<file path="src/rtl/fhb_pkg.sv">
package fhb_pkg;

  // Position of a beat within a 32-byte burst; the order is significant:
  // the first two beats build the delivered line, the last two are held.
  typedef enum logic [1:0] {
    BP_LO0 = 2'd0,
    BP_LO1 = 2'd1,
    BP_HI0 = 2'd2,
    BP_HI1 = 2'd3
  } fhb_phase_e;

  function automatic logic is_held_phase(fhb_phase_e ph);
    return (ph == BP_HI0) || (ph == BP_HI1);
  endfunction

endpackage

</file>
<file path="src/rtl/fhb_front_half.sv">
module fhb_front_half
  import fhb_pkg::*;
#(
  parameter int ADDR_W    = 32,
  parameter int BEAT_W    = 64,
  parameter int CH_W      = 1,
  parameter int BURST_OFS = 5
) (
  input  logic                        clk,
  input  logic                        rst,
  input  logic                        beat_valid,
  input  fhb_phase_e                  beat_phase,
  input  logic [CH_W-1:0]             beat_chan,
  input  logic [ADDR_W-1:BURST_OFS]   beat_base,
  input  logic [BEAT_W-1:0]           beat_data,
  output logic                        line_valid,
  output logic [CH_W-1:0]             line_chan,
  output logic [ADDR_W-1:0]           line_addr,
  output logic [2*BEAT_W-1:0]         line_data
);

  logic [BEAT_W-1:0] first_beat_q;
  logic              take_first;
  logic              take_second;

  assign take_first  = beat_valid && (beat_phase == BP_LO0);
  assign take_second = beat_valid && (beat_phase == BP_LO1);

  always_ff @(posedge clk) begin
    if (rst) begin
      first_beat_q <= '0;
      line_valid   <= 1'b0;
      line_chan    <= '0;
      line_addr    <= '0;
      line_data    <= '0;
    end else begin
      line_valid <= take_second;
      if (take_first) begin
        first_beat_q <= beat_data;
      end
      if (take_second) begin
        line_data <= {beat_data, first_beat_q};
        line_chan <= beat_chan;
        line_addr <= {beat_base, {BURST_OFS{1'b0}}};
      end
    end
  end

endmodule

</file>
<file path="src/rtl/fhb_hold_store.sv">
module fhb_hold_store #(
  parameter int BEAT_W = 64,
  parameter int NUM_CH = 2,
  parameter int CH_W   = 1
) (
  input  logic                clk,
  input  logic                wr_en,
  input  logic                wr_upper,
  input  logic [CH_W-1:0]     wr_chan,
  input  logic [BEAT_W-1:0]   wr_data,
  input  logic                rd_en,
  input  logic [CH_W-1:0]     rd_chan,
  output logic [2*BEAT_W-1:0] rd_data
);

  // Two narrow arrays, one per beat slot, so each write touches one beat
  // and a read returns a full line from a registered port.
  logic [BEAT_W-1:0] lower_mem [NUM_CH];
  logic [BEAT_W-1:0] upper_mem [NUM_CH];

  always_ff @(posedge clk) begin
    if (wr_en && !wr_upper) begin
      lower_mem[wr_chan] <= wr_data;
    end
  end

  always_ff @(posedge clk) begin
    if (wr_en && wr_upper) begin
      upper_mem[wr_chan] <= wr_data;
    end
  end

  always_ff @(posedge clk) begin
    if (rd_en) begin
      rd_data <= {upper_mem[rd_chan], lower_mem[rd_chan]};
    end
  end

endmodule

</file>
<file path="src/rtl/fhb_tag_ctl.sv">
module fhb_tag_ctl
  import fhb_pkg::*;
#(
  parameter int ADDR_W    = 32,
  parameter int NUM_CH    = 2,
  parameter int CH_W      = 1,
  parameter int LINE_OFS  = 4,
  parameter int BURST_OFS = 5
) (
  input  logic                        clk,
  input  logic                        rst,
  input  logic                        beat_valid,
  input  fhb_phase_e                  beat_phase,
  input  logic [CH_W-1:0]             beat_chan,
  input  logic [ADDR_W-1:BURST_OFS]   beat_base,
  input  logic                        lk_valid,
  input  logic [CH_W-1:0]             lk_chan,
  input  logic [ADDR_W-1:LINE_OFS]    lk_tag,
  input  logic                        inv_valid,
  input  logic [ADDR_W-1:LINE_OFS]    inv_tag,
  output logic                        lk_hit
);

  localparam int TAG_W = ADDR_W - LINE_OFS;

  logic [NUM_CH-1:0] hit_vec;
  logic [TAG_W-1:0]  fill_tag;
  logic              lk_inv_clash;
  logic              fill_inv_clash;

  // The held half is always the upper 16 bytes of the burst.
  assign fill_tag       = {beat_base, 1'b1};
  assign lk_inv_clash   = inv_valid && (inv_tag == lk_tag);
  assign fill_inv_clash = inv_valid && (inv_tag == fill_tag);

  for (genvar c = 0; c < NUM_CH; c++) begin : g_ch
    logic             valid_q;
    logic [TAG_W-1:0] tag_q;
    logic             mine;
    logic             burst_start;
    logic             burst_done;
    logic             lk_match;
    logic             inv_match;

    assign mine        = beat_valid && (beat_chan == CH_W'(c));
    assign burst_start = mine && (beat_phase == BP_LO0);
    assign burst_done  = mine && (beat_phase == BP_HI1);
    assign lk_match    = lk_valid && (lk_chan == CH_W'(c)) && valid_q && (tag_q == lk_tag);
    assign inv_match   = inv_valid && valid_q && (tag_q == inv_tag);
    assign hit_vec[c]  = lk_match && !lk_inv_clash;

    always_ff @(posedge clk) begin
      if (rst) begin
        valid_q <= 1'b0;
        tag_q   <= '0;
      end else if (burst_done) begin
        valid_q <= !fill_inv_clash;
        tag_q   <= fill_tag;
      end else if (burst_start || lk_match || inv_match) begin
        valid_q <= 1'b0;
      end
    end
  end

  always_ff @(posedge clk) begin
    if (rst) begin
      lk_hit <= 1'b0;
    end else begin
      lk_hit <= |hit_vec;
    end
  end

endmodule

</file>
<file path="src/rtl/fhb_fill_buffer.sv">
module fhb_fill_buffer
  import fhb_pkg::*;
#(
  parameter int ADDR_W = 32,
  parameter int BEAT_W = 64,
  parameter int NUM_CH = 2,
  localparam int CH_W  = (NUM_CH > 1) ? $clog2(NUM_CH) : 1,
  localparam int LINE_W = 2 * BEAT_W
) (
  input  logic              clk,
  input  logic              rst,
  input  logic              beat_valid,
  input  logic [CH_W-1:0]   beat_chan,
  input  logic [1:0]        beat_phase,
  input  logic [ADDR_W-1:0] beat_addr,
  input  logic [BEAT_W-1:0] beat_data,
  output logic              line_valid,
  output logic [CH_W-1:0]   line_chan,
  output logic [ADDR_W-1:0] line_addr,
  output logic [LINE_W-1:0] line_data,
  input  logic              lk_valid,
  input  logic [CH_W-1:0]   lk_chan,
  input  logic [ADDR_W-1:0] lk_addr,
  output logic              lk_hit,
  output logic [LINE_W-1:0] lk_data,
  input  logic              inv_valid,
  input  logic [ADDR_W-1:0] inv_addr
);

  localparam int BEAT_BYTES = BEAT_W / 8;
  localparam int LINE_OFS   = $clog2(2 * BEAT_BYTES);
  localparam int BURST_OFS  = LINE_OFS + 1;

  fhb_phase_e                  phase;
  logic [ADDR_W-1:BURST_OFS]   beat_base;
  logic [ADDR_W-1:LINE_OFS]    lk_tag;
  logic [ADDR_W-1:LINE_OFS]    inv_tag;
  logic                        unused_low_bits;

  assign phase     = fhb_phase_e'(beat_phase);
  assign beat_base = beat_addr[ADDR_W-1:BURST_OFS];
  assign lk_tag    = lk_addr[ADDR_W-1:LINE_OFS];
  assign inv_tag   = inv_addr[ADDR_W-1:LINE_OFS];
  assign unused_low_bits = ^{beat_addr[BURST_OFS-1:0], lk_addr[LINE_OFS-1:0],
                             inv_addr[LINE_OFS-1:0]};

  fhb_front_half #(
    .ADDR_W   (ADDR_W),
    .BEAT_W   (BEAT_W),
    .CH_W     (CH_W),
    .BURST_OFS(BURST_OFS)
  ) front_i (
    .clk       (clk),
    .rst       (rst),
    .beat_valid(beat_valid),
    .beat_phase(phase),
    .beat_chan (beat_chan),
    .beat_base (beat_base),
    .beat_data (beat_data),
    .line_valid(line_valid),
    .line_chan (line_chan),
    .line_addr (line_addr),
    .line_data (line_data)
  );

  fhb_hold_store #(
    .BEAT_W(BEAT_W),
    .NUM_CH(NUM_CH),
    .CH_W  (CH_W)
  ) store_i (
    .clk     (clk),
    .wr_en   (beat_valid && is_held_phase(phase)),
    .wr_upper(phase == BP_HI1),
    .wr_chan (beat_chan),
    .wr_data (beat_data),
    .rd_en   (lk_valid),
    .rd_chan (lk_chan),
    .rd_data (lk_data)
  );

  fhb_tag_ctl #(
    .ADDR_W   (ADDR_W),
    .NUM_CH   (NUM_CH),
    .CH_W     (CH_W),
    .LINE_OFS (LINE_OFS),
    .BURST_OFS(BURST_OFS)
  ) tags_i (
    .clk       (clk),
    .rst       (rst),
    .beat_valid(beat_valid),
    .beat_phase(phase),
    .beat_chan (beat_chan),
    .beat_base (beat_base),
    .lk_valid  (lk_valid),
    .lk_chan   (lk_chan),
    .lk_tag    (lk_tag),
    .inv_valid (inv_valid),
    .inv_tag   (inv_tag),
    .lk_hit    (lk_hit)
  );

endmodule

</file>
<file path="config.mk">
export PLATFORM = sky130hd
export DESIGN_NAME = fhb_fill_buffer
export DESIGN_NICKNAME = d
export VERILOG_FILES = /design/src/rtl/fhb_pkg.sv /design/src/rtl/fhb_front_half.sv /design/src/rtl/fhb_hold_store.sv /design/src/rtl/fhb_tag_ctl.sv /design/src/rtl/fhb_fill_buffer.sv
export SDC_FILE = /design/constraint.sdc
export NUM_CORES = 1
export LEC_CHECK = 0
export CAP_MARGIN = 5
export CORE_ASPECT_RATIO = 0.5
export CORE_MARGIN = 2
export CORE_UTILIZATION = 50
export CTS_CLUSTER_DIAMETER = 120
export DETAILED_ROUTE_END_ITERATION = 8
export GPL_ROUTABILITY_DRIVEN = 1
export PLACE_DENSITY = 0.81
export SLEW_MARGIN = 20
export SYNTH_ARGS = -nofsm -noshare
export SYNTH_HDL_FRONTEND = slang
export SYNTH_SLANG_ARGS = --single-unit
</file>
<file path="constraint.sdc">
create_clock -name clk -period 7.5 [get_ports clk]
set_clock_uncertainty 0.05 [all_clocks]
set_input_delay 1.5 -clock clk [delete_from_list [all_inputs] [get_ports clk]]
set_output_delay 1.5 -clock clk [all_outputs]
set_load 0.05 [all_outputs]
</file>
==> results.cfg, run 1 <==
[power_and_ir_drop]
combPwrFrac = 0.103
p_leak_nw = 10.31
p_per_area_nw_per_um2 = 243.5
switching_share = 0.2481
internal-power_mw = 5.700
pwr-share-clk = 0.367
peakVddDrop_uv = 201.7
power_frac_seq = 0.531
finalPower_mw = 7.581
power.switching_mw = 1.881

[cts]
htree_levels = 2
holdBufCountCts = 0
post_cts_buffers = 0
cts-root-buf = clkbuf_16
clockBufferDepth = 3
cts_sinks = 664
clk_latency_ps = 610
cts.reportedPaths.clkPinSlew_ps = 70
cts_tree = yes
ctsResizeCount = 0
numCtsBuffers = 55

[timing]
slew_viol_final = 0
fin_crit_ps = 3982
tightest_slew_ps = 1104
grt_setup_unrepaired = no
relSlewSlack = 0.2642
hold_viol_final = 0
setup_viol = 0
final.period_utilization = 0.5309
fmax_mhz = 251.1
setup-tns-final_ps = 0

[grt]
grt_pass1_vias = 16375
grt_pass1_wl_mm = 98.94
grt.total_usage = 0.2560
antenna_found_initial = 2
grt_max_degree = 178
grt-ovfl-total = 0

[cells_and_area]
synthToLayoutAreaGrowth_pct = 27.11
mostFrequentLayoutCell = nand2_1
nFillCells = 3564
seqCellArea_um2 = 17140
final_cell_mix = 551 x nand2_1, 438 x clkdlybuf4s50_1, 384 x edfxtp_1
drive_above_1_share = 0.09626
final_nets = 2555
multiInputGateArea_um2 = 6894

[synthesis]
synth_top_area_share = 0.4707
dominantRegCellSynth = edfxtp_1
yosys_warnings = 0
synth_cell_types = 28
ys_ff_latch = 664
async_reset_ff_frac = 0
yosys-top-cells-area = edfxtp_1 47%, dfxtp_1 23%, nand2_1 8.4%
synth_area_um2 = 24500
ys_seq_area_frac = 0.6996
synth-edff-count = 384
synth_area_per_cell_um2 = 12.30
syn-instance-count = 1992
yosysTopAreaCell = edfxtp_1

[floorplanning]
die_y_um = 160.5
rows = 57
initial_utilization = 0.5059
pin_count = 460
die_x_um = 317.0
core_um2 = 48430
die_area_um2 = 50890

[run]
cap_violations = 0

[routing]
wl_met2_mm = 34.49
wl_per_cell_um = 21.36
wl_met1_mm = 24.89
final_antenna_net_count = 0
drt_pass1_iterations = 5
highest_layer = met4
wl_met3_mm = 3.419
avgViaCountPerCell = 5.345
drt-initial-drc-count = 1233
drt_wl_total_mm = 65.83
via_count = 16474
route.detailed.drc = 0

[worst_hold_path]
holdPathStages = 2
hp-class = reg -> reg

[place]
io_buffers = 441
place.gp.congestion = 0.9046
dp.final_hpwl_mm = 42.14

[critical_path]
path_max_fanout = 85
crit_arrival_ps = 4450
path_class = in -> reg
crit_path_start_kind = input port
crit_required_ps = 7970
critical_path.endpoint_type = register
worst_r2r_path_depth = 5

[run_status]
status = completed
## power by group through the flow
stage / Combinational [mW] / Clock, mW / Sequential, mW
2_1_floorplan: 0.226 / 0 / 4.30
3_3_place_gp: 0.767 / 0 / 4.10
3_5_place_dp: 0.776 / 0 / 4.10
4_1_cts: 0.780 / 2.82 / 4.02
5_1_grt: 0.812 / 2.97 / 4.03
6_report: 0.777 / 2.78 / 4.02
## final cells by class
class | instances | share of cell area
diodes | 2 | 0.0001607
repair buffers | 456 | 0.1463
well taps | 649 | 0.02608
inverters | 5 | 0.0007635
clock inverters | 35 | 0.008599
flip-flops and latches | 664 | 0.5503
clock buffers | 67 | 0.04633
multi-input cells | 1204 | 0.2214
## sequential cells by signal, summed over array words and instances, names as in the netlist
signal	count
front_i.line_data	128
store_i.lower_mem	128
store_i.rd_data	128
store_i.upper_mem	128
front_i.first_beat_q	64
tags_i.g_ch.tag_q	56
front_i.line_addr	27
tags_i.g_ch.valid_q	2
front_i.line_chan	1
front_i.line_valid	1
tags_i.lk_hit	1
## path summary, 6_finish.rpt
check                                        to  slack (ps)                             startpoint
min reg2reg  front_i.line_data[62]$_SDFFE_PP0P_         390  front_i.first_beat_q[62]$_SDFFE_PP0P_
max reg2reg            tags_i.lk_hit$_SDFF_PP0_        5200  tags_i.g_ch[0].tag_q[13]$_SDFFE_PP0P_
min          front_i.line_data[62]$_SDFFE_PP0P_         390  front_i.first_beat_q[62]$_SDFFE_PP0P_
max          front_i.line_data[98]$_SDFFE_PP0P_        3520                          beat_phase[0]
## logic make-up after synthesis
family | share of synthesized area
AOI/OAI and AO/OA | 0.05848
xor gates and xnor gates | 0.06007
buffers and inverters | 0.02038
DFF | 0.6996
muxes | 0.05884
other | 0.0001531
and+or+nand+nor | 0.1025
## per-layer routing
metal,track usage,vias to the layer above
li1,-,7646
met3,0.03835,155
met4,0.1063,0
met1,0.3095,8091
met2,0.4576,582
met5,0,-
## Yosys cell counts, types with 2 or more instances
| cell type | count |
|---|---|
| nor2_1 | 5 |
| inv_1 | 5 |
| edfxtp_1 | 384 |
| xor2_1 | 76 |
| buf_1 | 8 |
| nand3_1 | 4 |
| a21oi_1 | 274 |
| nand2_1 | 551 |
| mux2_2 | 128 |
| a311oi_1 | 2 |
| clkbuf_1 | 110 |
| xnor2_1 | 92 |
| nor4_1 | 21 |
| nor3_1 | 5 |
| or4_1 | 3 |
| buf_4 | 5 |
| dfxtp_1 | 280 |
| nand4_1 | 28 |
| a32o_1 | 2 |
## metrics by stage
step,hold WS [ps],utilization,area (µm²),setup WS [ps],instances
5_1_grt,418.5,0.6430,31140,3326,3082
2_1_floorplan,382.2,-,24510,720.0,1996
4_1_cts,394.0,0.6428,31130,3514,3080
3_3_place_gp,386.6,0.6075,29420,3029,2978
6_report,385.5,0.6430,31140,3518,3082
3_5_place_dp,393.5,0.6075,29420,2897,2978
## critical path, cell delays in order
cell,delay (ps)
clkdlybuf4s50_1,730
and3b_4,920
buf_4,880
nand2_1,130
a21oi_1,190
Power figures use the tool's default switching activity.
==> run 2: changes to the inputs <==
--- a/config.mk
+++ b/config.mk
@@ -8,11 +8,11 @@
 export CAP_MARGIN = 5
 export CORE_ASPECT_RATIO = 0.5
 export CORE_MARGIN = 2
-export CORE_UTILIZATION = 50
+export CORE_UTILIZATION = 47
 export CTS_CLUSTER_DIAMETER = 120
 export DETAILED_ROUTE_END_ITERATION = 8
 export GPL_ROUTABILITY_DRIVEN = 1
-export PLACE_DENSITY = 0.81
+export PLACE_DENSITY = 0.8
 export SLEW_MARGIN = 20
 export SYNTH_ARGS = -nofsm -noshare
 export SYNTH_HDL_FRONTEND = slang
==> constraint.sdc (replaced) <==
create_clock -name clk -period 3.63 [get_ports clk]
set_clock_uncertainty 0.05 [all_clocks]
set_input_delay 0.726 -clock clk [delete_from_list [all_inputs] [get_ports clk]]
set_output_delay 0.726 -clock clk [all_outputs]
set_load 0.05 [all_outputs]
==> run 2 against run 1 <==
  * Setup slack got worse by 2500 ps
  * Critical path depth down 4
  * Sequential share of layout area decreased by 1.2 points
  * Non-clock buffer count rose by 19
  * Largest power group unchanged
  * Die area up 6.3%
  * Count of clock-buffer cells in the layout increased by 7
  * Core utilization fell by 2.8 points
==> results.cfg, run 2 (same netlist as run 1, synthesis figures left out) <==
[critical_path]
path_delay_family = buffers and inverters
path_max_fanout = 2
crit_path_start_kind = register
worstPathCellList = clkdlybuf4s50_1
crit_buf_inv = 1
path_class = reg -> out
r2r_slack_ps = 1410
crit_arrival_ps = 1860
critical_path.endpoint_type = output port
crit_required_ps = 2850
max_stage_delay_ps = 900
slowest_stage = clkdlybuf4s50_1
worst_r2r_path_depth = 5
reg2reg_to = tags_i.g_ch[0].valid_q$_SDFFE_PP0P_
r2r_start = tags_i.g_ch[0].tag_q[13]$_SDFFE_PP0P_

[timing]
fin_crit_ps = 2633
final.period_utilization = 0.7253
grt_setup_unrepaired = no
hold_viol_final = 0
setup-tns-final_ps = 0
fin_ws_ps = 997.0
slew_viol_final = 0
relSlewSlack = 0.3457
setup_viol = 0
tightest_slew_ps = 981.4
fmax_mhz = 379.8

[power_and_ir_drop]
internal-power_mw = 12.35
peakVddDrop_uv = 343.4
p_per_area_nw_per_um2 = 512.1
switching_share = 0.2418
power.switching_mw = 3.938
power_frac_seq = 0.510
p_leak_nw = 10.59
combPwrFrac = 0.101
pwr-share-clk = 0.389

[grt]
antenna_found_initial = 2
grt_max_degree = 130
grt_pass1_vias = 16001
grt-ovfl-total = 0
grt_pass1_wl_mm = 97.33
grt.total_usage = 0.2378

[routing]
wl_per_cell_um = 21.24
drt_pass1_iterations = 6
drt_wl_total_mm = 67.02
route.detailed.drc = 0
final_antenna_net_count = 0
avgViaCountPerCell = 5.228
drt-initial-drc-count = 1309
via_count = 16495

[cells_and_area]
mostFrequentLayoutCell = nand2_1
final_nets = 2575
final_cell_mix = 551 x nand2_1, 438 x clkdlybuf4s50_1, 384 x edfxtp_1
drive_above_1_share = 0.1081
finalNonFillerCells = 3155
multiInputGateArea_um2 = 6907
nFillCells = 3784
synthToLayoutAreaGrowth_pct = 29.83
seqCellArea_um2 = 17140

[floorplanning]
die_y_um = 165.4
rows = 59
core_um2 = 51750
die_x_um = 326.9
initial_utilization = 0.4734
pin_count = 460
die_area_um2 = 54070

[worst_hold_path]
hp-class = reg -> reg
holdPathStages = 2
min_from = front_i.first_beat_q[9]$_SDFFE_PP0P_
holdPathEnd = front_i.line_data[9]$_SDFFE_PP0P_

[place]
io_buffers = 441
dp.final_hpwl_mm = 44.56
post-place-ws_ps = 547.2
place.gp.congestion = 0.9091
dp.cells = 3049

[cts]
cts_sinks = 664
post_cts_buffers = 0
clockBufferDepth = 3
ctsResizeCount = 0
numCtsBuffers = 56
cts.reportedPaths.clkPinSlew_ps = 70
clk_latency_ps = 590
holdBufCountCts = 0
cts_tree = yes
htree_levels = 2
cts-root-buf = clkbuf_16

[run_status]
status = completed

[run]
cap_violations = 0
[run 2: cell types whose count changed in the layout (fill, tap and decap cells not counted), sizes merged]
cell / delta
buf: +19
clkinv: -8
clkbuf: +7
bufinv: +4
clkinvlp: -2
inv: +1
[run 2: layer usage]
metal  share of wire  wire length [µm]  GRT usage
met5               0                 0          0
met3           0.046              3104    0.03607
met2            0.52             35000     0.4287
met4           0.048              3208     0.1109
met1            0.38             25700     0.2836
[run 2: worst max path at each step]
stage / slack (ps) / startpoint / depth (start not counted) / end
after floorplan: -440 / beat_valid / 3 / store_i.lower_mem[0][0]$_DFFE_PP_
after global placement: 540 / inv_addr[16] / 6 / tags_i.g_ch[1].valid_q$_SDFFE_PP0P_
after detailed placement: 550 / inv_addr[16] / 6 / tags_i.g_ch[1].valid_q$_SDFFE_PP0P_
after CTS: 980 / front_i.line_data[46]$_SDFFE_PP0P_ / 1 / line_data[46]
after global routing: 950 / front_i.line_data[46]$_SDFFE_PP0P_ / 1 / line_data[46]
final: 1000 / front_i.line_data[46]$_SDFFE_PP0P_ / 1 / line_data[46]
[run 2: worst reg2reg max path: stages, from the launching register on]
cell,delay (ps)
dfxtp_1,450
xnor2_1,150
nand4_1,140
or4_1,540
or4_4,540
a32o_1,260
[run 2: power groups by stage]
| stage | registers, mW | clock network [mW] | logic [mW] |
|---|---|---|---|
| final | 8.31 | 6.33 | 1.65 |
| after global routing | 8.33 | 6.72 | 1.72 |
| after CTS | 8.31 | 6.41 | 1.65 |
| after detailed placement | 8.47 | 0 | 1.64 |
| after global placement | 8.46 | 0 | 1.62 |
| after floorplan | 8.88 | 0 | 0.467 |
[run 2: final cells by class]
type	count	area share
clock inverters	30	0.01157
multi-input cells	1204	0.2172
well taps	701	0.02758
repair buffers	475	0.1539
clock buffers	74	0.05004
diodes	2	0.0001574
inverters	5	0.0007475
flip-flops and latches	664	0.5388
[run 2: metrics by stage]
step                        util  instance area, µm²  hold WS (ps)  total power, mW
after floorplan                -               24520         382.2            9.347
after global placement    0.5766               29840         386.6            10.09
after detailed placement  0.5766               29840         391.9            10.12
after CTS                 0.6145               31800         392.6            16.37
after global routing      0.6146               31800         411.7            16.77
final                     0.6146               31800         390.7            16.29
